`src/rtl/spi_host_pkg.sv`:
```
`timescale 1ns/1ps
package spi_host_pkg;

    localparam int REG_AW  = 3;
    localparam int WIN_W   = 32;
    localparam int BYTE_W  = 8;
    localparam int N_BYTES = WIN_W / BYTE_W;
    localparam int POS_W   = $clog2(WIN_W);

    localparam logic [REG_AW-1:0] ADR_CTRL = 3'd0;
    localparam logic [REG_AW-1:0] ADR_CONF = 3'd1;
    localparam logic [REG_AW-1:0] ADR_DAT0 = 3'd2;
    localparam logic [REG_AW-1:0] ADR_DAT3 = 3'd5;
    localparam logic [REG_AW-1:0] ADR_MSEL = 3'd6;

    typedef struct packed {
        logic       pol;
        logic       pha;
        logic [1:0] len;
        logic       manual;
        logic [2:0] line;
    } ctrl_t;

    typedef struct packed {
        logic [1:0] route;
        logic [1:0] rate;
        logic       irq_en;
        logic       lsb_first;
    } conf_t;

    typedef enum logic [1:0] {
        ST_IDLE,
        ST_SETUP,
        ST_SHIFT,
        ST_HOLD
    } eng_state_e;

endpackage

```
`src/rtl/spi_host_regs.sv`:
```
`timescale 1ns/1ps
module spi_host_regs
    import spi_host_pkg::*;
(
    input  logic                     clk,
    input  logic                     rst_n,
    input  logic                     wr_en,
    input  logic [REG_AW-1:0]        addr,
    input  logic [BYTE_W-1:0]        wr_data,
    output logic [BYTE_W-1:0]        rd_data,
    input  logic                     eng_run,
    input  logic                     done,
    input  logic [WIN_W-1:0]         rx_word,
    input  logic                     dev_int,
    output ctrl_t                    ctrl_q,
    output conf_t                    conf_q,
    output logic                     msel_q,
    output logic [WIN_W-1:0]         word_q,
    output logic                     start,
    output logic                     busy
);

    logic [N_BYTES-1:0][BYTE_W-1:0] data_q;
    logic                           start_q;

    assign busy   = start_q | eng_run | done;
    assign start  = start_q;
    assign word_q = data_q;

    always_ff @(posedge clk or negedge rst_n) begin
        if (!rst_n) begin
            ctrl_q  <= '0;
            conf_q  <= '0;
            msel_q  <= 1'b0;
            start_q <= 1'b0;
        end else begin
            start_q <= wr_en && !busy && (addr == ADR_DAT3);
            if (wr_en && addr == ADR_CTRL) ctrl_q <= ctrl_t'(wr_data);
            if (wr_en && addr == ADR_CONF) conf_q <= conf_t'(wr_data[7:2]);
            if (wr_en && addr == ADR_MSEL) msel_q <= wr_data[0];
        end
    end

    generate
        for (genvar b = 0; b < N_BYTES; b++) begin : g_byte
            localparam logic [REG_AW-1:0] MY_ADR = ADR_DAT0 + REG_AW'(b);
            always_ff @(posedge clk or negedge rst_n) begin
                if (!rst_n) begin
                    data_q[b] <= '0;
                end else if (done) begin
                    data_q[b] <= rx_word[b*BYTE_W +: BYTE_W];
                end else if (wr_en && !busy && addr == MY_ADR) begin
                    data_q[b] <= wr_data;
                end
            end
        end
    endgenerate

    always_comb begin
        rd_data = '0;
        if (addr == ADR_CTRL) begin
            rd_data = ctrl_q;
        end else if (addr == ADR_CONF) begin
            rd_data = {conf_q, dev_int, busy};
        end else if (addr == ADR_MSEL) begin
            rd_data = {7'd0, msel_q};
        end else if (addr >= ADR_DAT0 && addr <= ADR_DAT3) begin
            rd_data = data_q[2'(addr - ADR_DAT0)];
        end
    end

endmodule

```
`src/rtl/spi_host_clkgen.sv`:
```
`timescale 1ns/1ps
module spi_host_clkgen #(
    parameter int SYS_HZ  = 48_000_000,
    parameter int BASE_HZ = 1_000_000
) (
    input  logic       clk,
    input  logic       rst_n,
    input  logic       run,
    input  logic [1:0] rate,
    output logic       tick
);

    localparam int MAX_HALF = SYS_HZ / (2 * BASE_HZ);
    localparam int CW       = $clog2(MAX_HALF + 1);

    logic [3:0][CW-1:0] half_tbl;
    logic [CW-1:0]      cnt;
    logic [CW-1:0]      lim;

    generate
        for (genvar g = 0; g < 4; g++) begin : g_rate
            assign half_tbl[g] = CW'(SYS_HZ / (2 * (BASE_HZ << g)));
        end
    endgenerate

    assign lim  = half_tbl[rate] - CW'(1);
    assign tick = run && (cnt == lim);

    always_ff @(posedge clk or negedge rst_n) begin
        if (!rst_n) begin
            cnt <= '0;
        end else if (!run || cnt == lim) begin
            cnt <= '0;
        end else begin
            cnt <= cnt + CW'(1);
        end
    end

endmodule

```
`src/rtl/spi_host_engine.sv`:
```
`timescale 1ns/1ps
module spi_host_engine
    import spi_host_pkg::*;
(
    input  logic              clk,
    input  logic              rst_n,
    input  logic              start,
    input  logic              tick,
    input  ctrl_t             ctrl,
    input  conf_t             conf,
    input  logic [WIN_W-1:0]  word_in,
    input  logic              miso,
    output logic              sclk,
    output logic              mosi,
    output logic              run,
    output logic [1:0]        rate_q,
    output logic              done,
    output logic [WIN_W-1:0]  rx_word
);

    eng_state_e       state_q, state_d;
    logic             pha_q, lsb_q;
    logic [1:0]       len_q;
    logic [WIN_W-1:0] w_q;
    logic [POS_W-1:0] pos_q;
    logic [5:0]       edge_q;
    logic [5:0]       nbits, nbits_in;
    logic [6:0]       edges_total;
    logic             last_edge;
    logic             sample_edge;
    logic [POS_W-1:0] pos0;

    assign nbits       = {1'b0, len_q, 3'b000} + 6'd8;
    assign nbits_in    = {1'b0, ctrl.len, 3'b000} + 6'd8;
    assign edges_total = {nbits, 1'b0};
    assign last_edge   = ({1'b0, edge_q} == edges_total - 7'd1);
    assign sample_edge = (edge_q[0] == pha_q);
    assign pos0        = conf.lsb_first ? POS_W'(6'd32 - nbits_in) : POS_W'(WIN_W - 1);
    assign run         = (state_q != ST_IDLE);
    assign rx_word     = w_q;

    always_comb begin
        state_d = state_q;
        unique case (state_q)
            ST_IDLE:  if (start) state_d = ST_SETUP;
            ST_SETUP: if (tick) state_d = ST_SHIFT;
            ST_SHIFT: if (tick && last_edge) state_d = ST_HOLD;
            ST_HOLD:  if (tick) state_d = ST_IDLE;
            default:  state_d = ST_IDLE;
        endcase
    end

    always_ff @(posedge clk or negedge rst_n) begin
        if (!rst_n) state_q <= ST_IDLE;
        else        state_q <= state_d;
    end

    always_ff @(posedge clk or negedge rst_n) begin
        if (!rst_n) begin
            sclk   <= 1'b0;
            mosi   <= 1'b0;
            done   <= 1'b0;
            pha_q  <= 1'b0;
            lsb_q  <= 1'b0;
            len_q  <= '0;
            rate_q <= '0;
            w_q    <= '0;
            pos_q  <= '0;
            edge_q <= '0;
        end else begin
            done <= 1'b0;
            unique case (state_q)
                ST_IDLE: begin
                    sclk <= ctrl.pol;
                    if (start) begin
                        pha_q  <= ctrl.pha;
                        len_q  <= ctrl.len;
                        lsb_q  <= conf.lsb_first;
                        rate_q <= conf.rate;
                        w_q    <= word_in;
                        pos_q  <= pos0;
                        edge_q <= '0;
                        mosi   <= word_in[pos0];
                    end
                end
                ST_SETUP: begin
                end
                ST_SHIFT: begin
                    if (tick) begin
                        sclk   <= ~sclk;
                        edge_q <= edge_q + 6'd1;
                        if (sample_edge) begin
                            w_q[pos_q] <= miso;
                            pos_q      <= lsb_q ? pos_q + POS_W'(1) : pos_q - POS_W'(1);
                        end else if (!(last_edge && !pha_q)) begin
                            mosi <= w_q[pos_q];
                        end
                    end
                end
                ST_HOLD: begin
                    if (tick) done <= 1'b1;
                end
                default: begin
                end
            endcase
        end
    end

endmodule

```
`src/rtl/spi_host_irq.sv`:
```
`timescale 1ns/1ps
module spi_host_irq #(
    parameter int IRQ_LINES = 4
) (
    input  logic                 clk,
    input  logic                 rst_n,
    input  logic                 dev_int_n,
    input  logic                 irq_en,
    input  logic [1:0]           route,
    output logic                 dev_int,
    output logic [IRQ_LINES-1:0] irq_out
);

    logic [1:0] sync_q;

    always_ff @(posedge clk or negedge rst_n) begin
        if (!rst_n) sync_q <= 2'b11;
        else        sync_q <= {sync_q[0], dev_int_n};
    end

    assign dev_int = ~sync_q[1];

    generate
        for (genvar k = 0; k < IRQ_LINES; k++) begin : g_irq
            assign irq_out[k] = irq_en && dev_int && (route == 2'(k));
        end
    endgenerate

endmodule

```
`src/rtl/spi_host_ctrl.sv`:
```
`timescale 1ns/1ps
module spi_host_ctrl
    import spi_host_pkg::*;
#(
    parameter int SYS_HZ    = 48_000_000,
    parameter int SEL_LINES = 8,
    parameter int IRQ_LINES = 4
) (
    input  logic                 clk,
    input  logic                 rst_n,
    input  logic                 wr_en,
    input  logic [2:0]           addr,
    input  logic [7:0]           wr_data,
    output logic [7:0]           rd_data,
    output logic                 sclk,
    output logic                 mosi,
    input  logic                 miso,
    output logic [SEL_LINES-1:0] ss_n,
    input  logic                 dev_int_n,
    output logic [IRQ_LINES-1:0] irq_out
);

    ctrl_t            ctrl_q;
    conf_t            conf_q;
    logic             msel_q;
    logic [WIN_W-1:0] word_q;
    logic [WIN_W-1:0] rx_word;
    logic             start_pulse;
    logic             busy_all;
    logic             eng_run;
    logic             eng_done;
    logic             tick;
    logic [1:0]       rate_q;
    logic             dev_int;
    logic             irq_en_q;

    assign irq_en_q = conf_q.irq_en;

    spi_host_regs u_regs (
        .clk     (clk),
        .rst_n   (rst_n),
        .wr_en   (wr_en),
        .addr    (addr),
        .wr_data (wr_data),
        .rd_data (rd_data),
        .eng_run (eng_run),
        .done    (eng_done),
        .rx_word (rx_word),
        .dev_int (dev_int),
        .ctrl_q  (ctrl_q),
        .conf_q  (conf_q),
        .msel_q  (msel_q),
        .word_q  (word_q),
        .start   (start_pulse),
        .busy    (busy_all)
    );

    spi_host_clkgen #(.SYS_HZ(SYS_HZ)) u_clkgen (
        .clk   (clk),
        .rst_n (rst_n),
        .run   (eng_run),
        .rate  (rate_q),
        .tick  (tick)
    );

    spi_host_engine u_engine (
        .clk     (clk),
        .rst_n   (rst_n),
        .start   (start_pulse),
        .tick    (tick),
        .ctrl    (ctrl_q),
        .conf    (conf_q),
        .word_in (word_q),
        .miso    (miso),
        .sclk    (sclk),
        .mosi    (mosi),
        .run     (eng_run),
        .rate_q  (rate_q),
        .done    (eng_done),
        .rx_word (rx_word)
    );

    spi_host_irq #(.IRQ_LINES(IRQ_LINES)) u_irq (
        .clk       (clk),
        .rst_n     (rst_n),
        .dev_int_n (dev_int_n),
        .irq_en    (conf_q.irq_en),
        .route     (conf_q.route),
        .dev_int   (dev_int),
        .irq_out   (irq_out)
    );

    generate
        for (genvar i = 0; i < SEL_LINES; i++) begin : g_sel
            assign ss_n[i] = !((ctrl_q.line == 3'(i)) &&
                               (ctrl_q.manual ? msel_q : eng_run));
        end
    endgenerate

endmodule

```
`config.mk`:
```
export PLATFORM = sky130hd
export DESIGN_NAME = spi_host_ctrl
export DESIGN_NICKNAME = d
export VERILOG_FILES = /design/src/rtl/spi_host_pkg.sv /design/src/rtl/spi_host_regs.sv /design/src/rtl/spi_host_clkgen.sv /design/src/rtl/spi_host_engine.sv /design/src/rtl/spi_host_irq.sv /design/src/rtl/spi_host_ctrl.sv
export SDC_FILE = /design/constraint.sdc
export NUM_CORES = 1
export LEC_CHECK = 0
export ABC_AREA = 1
export BUFFER_PORTS_ARGS = -buffer_cell sky130_fd_sc_hd__buf_2
export CAP_MARGIN = 40
export CORE_UTILIZATION = 40
export CTS_CLUSTER_DIAMETER = 50
export CTS_CLUSTER_SIZE = 24
export DETAILED_ROUTE_END_ITERATION = 10
export GPL_ROUTABILITY_DRIVEN = 0
export PLACE_DENSITY_LB_ADDON = 0.15
export SLEW_MARGIN = 40
export SYNTH_ARGS = -nofsm -noshare
export SYNTH_HDL_FRONTEND = slang
export SYNTH_HIERARCHICAL = 1
export SYNTH_SLANG_ARGS = --single-unit
export TNS_END_PERCENT = 10
```
`constraint.sdc`:
```
create_clock -name clk -period 2.75 [get_ports clk]
set_clock_uncertainty 0.2 [all_clocks]
set_input_delay 0.275 -clock clk [delete_from_list [all_inputs] [get_ports clk]]
set_output_delay 0.275 -clock clk [all_outputs]
set_load 0.005 [all_outputs]
```
======== Yosys cells after proc, flatten, opt, wreduce, memory -nomap -nowiden ========
Index checks and enable logic that the tools add are counted.
operators by class
  div/mod/pow operators ................... 0
  add/subtract/negate cells ............... 10
  eq/ne operators ......................... 30
  magnitude comparators ................... 7
  multipliers ............................. 0
  bitwise gates (word level) .............. 4
  mux-type cells .......................... 52
  shift-type cells ........................ 0
  reduce and logical (&&, ||, !) cells .... 54
operators by type and width
  cell                 count
  $mux 8               13
  $mux 32              3
  $pmux 32 s2          1
  $mux 5               7
  $bwmux 32            1
  $logic_and 1x1->1    26
  $eq 3x3->1 const B   7
  $bmux 8 s2           1
  $eq 3x2->1 const B   4
  $lt 5x6->1 const B   2
  $mux 6               2
  $pmux 6 s2           1
  $reduce_bool 2->1    6
  $logic_not 1->1      11
  $mux 1               11
  $add 5x1->5 const B  2
  $bmux 1 s5           2
  $bmux 5 s2           1
  $ne 2x1->1 const B   5
  $pmux 5 s2           1
  $sub 5x1->5 const B  2
  $eq 2x2->1 const B   4
  $mux 2               4
  $pmux 2 s4           1
  27 further kinds     39
word-level totals
  logic and storage cells ................. 185
  memory bits (writable) .................. 0
  input bits .............................. 16
  bits in read-only memories .............. 0
  latch bits .............................. 0
  output and inout bits ................... 22
  memories ................................ 0
  flip-flop bits (word level) ............. 109

======== Logic depth before layout (Yosys ltp) ========
  depth in word-level cells ............... 8
  gate-level depth with buffers ........... 17
  mapped depth without buffers ............ 17

======== Modules after synthesis ========
Netlist, hierarchy kept.
modules (own cells, without submodules)
  module           cells each  sequential area each (µm²)  times used  area each (µm²)
  spi_host_engine  471         1,351.3                     1           3,469.6
  spi_host_regs    375         1,201.2                     1           2,798.9
  spi_host_clkgen  44          125.1                       1           316.6
  spi_host_ctrl    27          0.0                         1           103.8
  spi_host_irq     14          52.6                        1           100.1

======== Worst setup path after synthesis ========
Ideal clock, no wire load.
  kind .................................... reg-to-reg
  start point ............................. register u_engine.state_q[0]
  end point ............................... register u_engine.w_q[24], in the netlist u_engine/rx_word[24]
  required time ........................... 2,422 ps
  buffers on the path ..................... 1
  period minus slack after synthesis ...... 2,131 ps
  data arrival time ....................... 1,803 ps
  setup time .............................. 128 ps
  path slack .............................. 619 ps
  cell stages (with the launch flop) ...... 14
  path through ............................ dfrtp_1 > inv_1 > ha_1 > inv_1 > inv_1 > nor2_1 > inv_1 > nand2_1 > o21ai_2 > nor2_4 > nand2_4 > buf_2 > o21ai_0 > o31ai_1
on the way
  cells in the longest elaborated chain, start to end .. 4
  elaborated cells between the ends (all ways) .. 10
  classes of those cells .................. 4 x eq/ne; 1 x mux; 5 x reduce/logical
ends and longest elaborated chain
  what                            line                   source
  start: declaration              spi_host_engine.sv:21  eng_state_e state_q, state_d;
  start signal: assignment        spi_host_engine.sv:55  else state_q <= state_d;
  $reduce_bool 2->1               spi_host_engine.sv:39  assign run = (state_q != ST_IDLE);
  net eng_run                     spi_host_ctrl.sv:30    logic eng_run;
  $logic_and 1x1->1               spi_host_clkgen.sv:27  assign tick = run && (cnt == lim);
  net tick                        spi_host_ctrl.sv:32    logic tick;
  $ne 2x1->1 (no line)            --
  $reduce_and 4->1 (no line)      --
  end signal: assignment          spi_host_engine.sv:80  w_q <= word_in;
  end signal: indexed assignment  spi_host_engine.sv:93  w_q[pos_q] <= miso;
  end: declaration                spi_host_engine.sv:24  logic [WIN_W-1:0] w_q;
The timed path passes the listed nets, and every way through them passes these cells.
A chain may end at the register's enable or synchronous reset.

======== Worst setup path in the final report ========
  start point ............................. register u_engine.state_q[0]
  end point ............................... register u_engine.w_q[21], in the netlist u_engine/rx_word[21]
Same word-level chain as after synthesis.

==> flow_summary_export.csv <==
group,metric,value,unit
clocking,tritoncts,"yes",
route,antenna_left,0,
clocking,cts_resized,0,
place,hpwl,14770,µm
final_layout,fin_util,45.22,%
logic_synthesis,synth_nets,958,
final_layout,drive_gt1_share,13.90,%
global_routing,grt.total_usage,24.18,%
sta,period_needed,2.491,ns
setup_path,crit_required,2.79,ns
floorplanning,io_pins,38,
pwr,clockPowerShare,16.7,%
global_routing,grt_pass1_wl,32250,µm
floorplanning,fp.dieW,132.3,µm
route,drt-total-wl,20510,µm
sta,slew_violations,0,
pwr,power_frac_comb,45.5,%
global_routing,antenna_found_initial,0,
pwr,powerDensity,1120,nW/µm²
sta,setup_slack,0.2587,ns
clocking,cts_buffers,9,
clocking,clockRootBuffer,"clkbuf_16",
place,port_buffers,37,
pwr,p_leak,3.705,nW
hold_path,hold_path.class,"input pin to register",
sta,rsz0062_at_grt,"false",
sta,fmax,401.4,MHz
pwr,power_frac_seq,37.8,%
logic_synthesis,synth_area,6789,µm²
setup_path,path_class,"register to register",
logic_synthesis,synth_cell_types,41,
floorplanning,core,16580,µm²
logic_synthesis,async_flop_share,100.0,%
global_routing,grt_pass1_vias,5796,
setup_path,cp.arrival,2.53,ns
floorplanning,initial_core_util,40.94,%
route,dr.pass1.iters,5,
clocking,path_clk_slew,0.08,ns
job,drv_cap,0,
logic_synthesis,postSynthCellCount,931,
pwr,ir_drop,0.0005955,V
route,drc,0,
final_layout,fin_cells,1184,
route,drt-initial-drc-count,593,
floorplanning,die_h,132.3,µm
sta,finalSetupTns,0,ns
sta,worst_pin_slew,0.5350,ns
floorplanning,dieArea,17500,µm²
sta,relSlewSlack,64.34,%
setup_path,cp_max_fo,54,
clocking,post-cts-setup-buffer-count,0,
global_routing,grt-ovfl-total,0,
logic_synthesis,synth-edff-count,0,
final_layout,diodes,0,
sta,finalHoldViolations,0,
place,dp_slack,0.3171,ns
route,wl_per_cell,17.32,µm
clocking,clock_latency,0.37,ns
floorplanning,placementRows,47,
global_routing,grt_max_degree,59,
pwr,p_switching,3.962,mW
route,drt-vias-per-instance,5.281,
final_layout,stdcell_area,7498,µm²
place,dp_cells,1164,
final_layout,nets,986,
logic_synthesis,synth-seq-cells,109,
place,place_area,7149,µm²
clocking,cts.path.max_buffers,2,
sta,setup_viol,0,
setup_path,startpoint_type,"register",
run_status,outcome,"finished, final reports clean",
logic_synthesis,synth.avg_cell_area,7.292,µm²
route,vias,6253,
logic_synthesis,yosysWarnings,6,
pwr,switching_share,47.18,%
pwr,finalPower,8.398,mW
sta,finalCritPeriodShare,90.59,%
logic_synthesis,seq_area_frac_synth,40.21,%
setup_path,endpoint_kind,"register",
pwr,power.internal,4.436,mW
clocking,cts_sinks,109,
logic_synthesis,synth_flop_cell,"dfrtp_1",
clocking,cts_max_level,3,
sta,holdWs,0.01432,ns
final_layout,area_delta_synth_final,10.45,%
[routing by layer]
metal / up-vias / track usage [%] / wire length [µm]
met5: - / 0 / 0
met3: 32 / 4.498 / 1057
met1: 2983 / 33.61 / 9419
met2: 148 / 38.04 / 9542
li1: 3090 / - / -
met4: 0 / 7.727 / 493
[cells by family after synthesis]
family / synth area share, %
and+or+nand+nor: 34.80
AOI/OAI and AO/OA: 13.60
DFF: 40.21
buffers and inverters: 7.169
xor gates and xnor gates: 2.083
adders and majority gates: 2.138
[path summary, 6_finish.rpt]
kind / start / endpoint / slack, ns / cells past startpoint
max: u_engine/state_q[0] / u_engine/rx_word[21] / 0.26 / 13
min: wr_data[3] / u_regs/ctrl_q[3] / 0.01 / 3
max in group asynchronous: rst_n / u_irq/sync_q[0] / 1.51 / 3
min in group asynchronous: rst_n / u_engine/edge_q[2] / 0.17 / 2
max reg2reg: u_engine/state_q[0] / u_engine/rx_word[21] / 0.26 / 13
min reg2reg: u_irq/sync_q[0] / u_irq/sync_q[1] / 0.15 / 0
[placed cells by master, fill, tap and decap left out, types with 2 or more instances in the layout]
cell type / count
dfstp_2: 2
inv_6: 2
o21ai_1: 3
nor3_1: 2
dlygate4sd3_1: 4
inv_2: 9
inv_4: 2
a31oi_1: 6
nor3_4: 3
nand2_1: 358
o21ai_2: 14
nor3_2: 7
xnor2_1: 3
buf_2: 36
clkbuf_16: 9
nor2_1: 42
nand3_1: 84
nor2_2: 5
o21ai_0: 49
buf_4: 13
xor2_1: 10
inv_1: 51
nand2_2: 10
nand2_4: 8
nand4_1: 8
buf_12: 2
clkinv_4: 3
nor2_4: 3
ha_1: 10
dfrtp_1: 107
a21oi_1: 63
clkinv_1: 2
o31ai_1: 23
[what timing repair did]
| item | CTS | global route |
|---|---|---|
| hold buffers | 4 | 0 |
| hold endpoints to repair | 30 | 0 |
| endpoints found under the setup margin | 0 | 0 |
[flip-flops by register name, summed over array words and instances, names as in the netlist, 2 cells and up]
name,count
u_regs/conf_q,6
u_engine/state_q,2
u_clkgen/cnt,5
u_engine/rate_q,2
u_engine/rx_word,32
u_engine/pos_q,5
u_engine/edge_q,6
u_engine/len_q,2
u_regs/word_q,32
u_regs/ctrl_q,8
u_irq/sync_q,2
[power by group through the flow]
stage                     registers [mW]  clock network [mW]  logic, mW
after floorplan                     2.80                   0       3.00
after global placement              3.18                   0       3.75
after detailed placement            3.18                   0       3.79
after CTS                           3.15                1.43       3.81
after global routing                3.25                1.49       4.38
final                               3.17                1.40       3.82
[area by class of cell]
cell class,count,area [µm²]
fill,1752,9085
multi-input combinational,719,3572
sequential,109,2730
timing repair buffer,55,357.8
tap,220,275.3
inverter,65,254.0
clock buffer,10,239.0
clock inverter,6,70.07
[worst max-delay path, stage by stage (launching register included)]
cell and delay, ns:
dfrtp_1 0.40, inv_1 0.09, ha_1 0.24, inv_1 0.10
inv_1 0.04, nor2_1 0.15, inv_1 0.07, nand2_1 0.09
o21ai_2 0.10, nor2_4 0.17, nand2_4 0.06, buf_4 0.28
o21ai_0 0.24, o31ai_1 0.09
[synth_stat cells, drive strengths merged (2+ instances only)]
| library cell | n | area (µm²) |
|---|---|---|
| nand4 | 8 | 50.05 |
| a21oi | 63 | 315.3 |
| a31oi | 6 | 37.54 |
| nor3 | 12 | 128.9 |
| ha | 10 | 125.1 |
| inv | 62 | 237.7 |
| clkbuf | 14 | 53.80 |
| xnor2 | 3 | 26.28 |
| dfstp | 2 | 52.55 |
| o31ai | 23 | 172.7 |
| nor2 | 51 | 242.7 |
| buf | 24 | 178.9 |
| nand3 | 85 | 430.4 |
| xor2 | 11 | 115.1 |
| dfrtp | 107 | 2678 |
| clkinv | 3 | 16.27 |
| nand2 | 376 | 1496 |
| o21ai | 66 | 382.9 |
(Power assumes the default switching activity.)
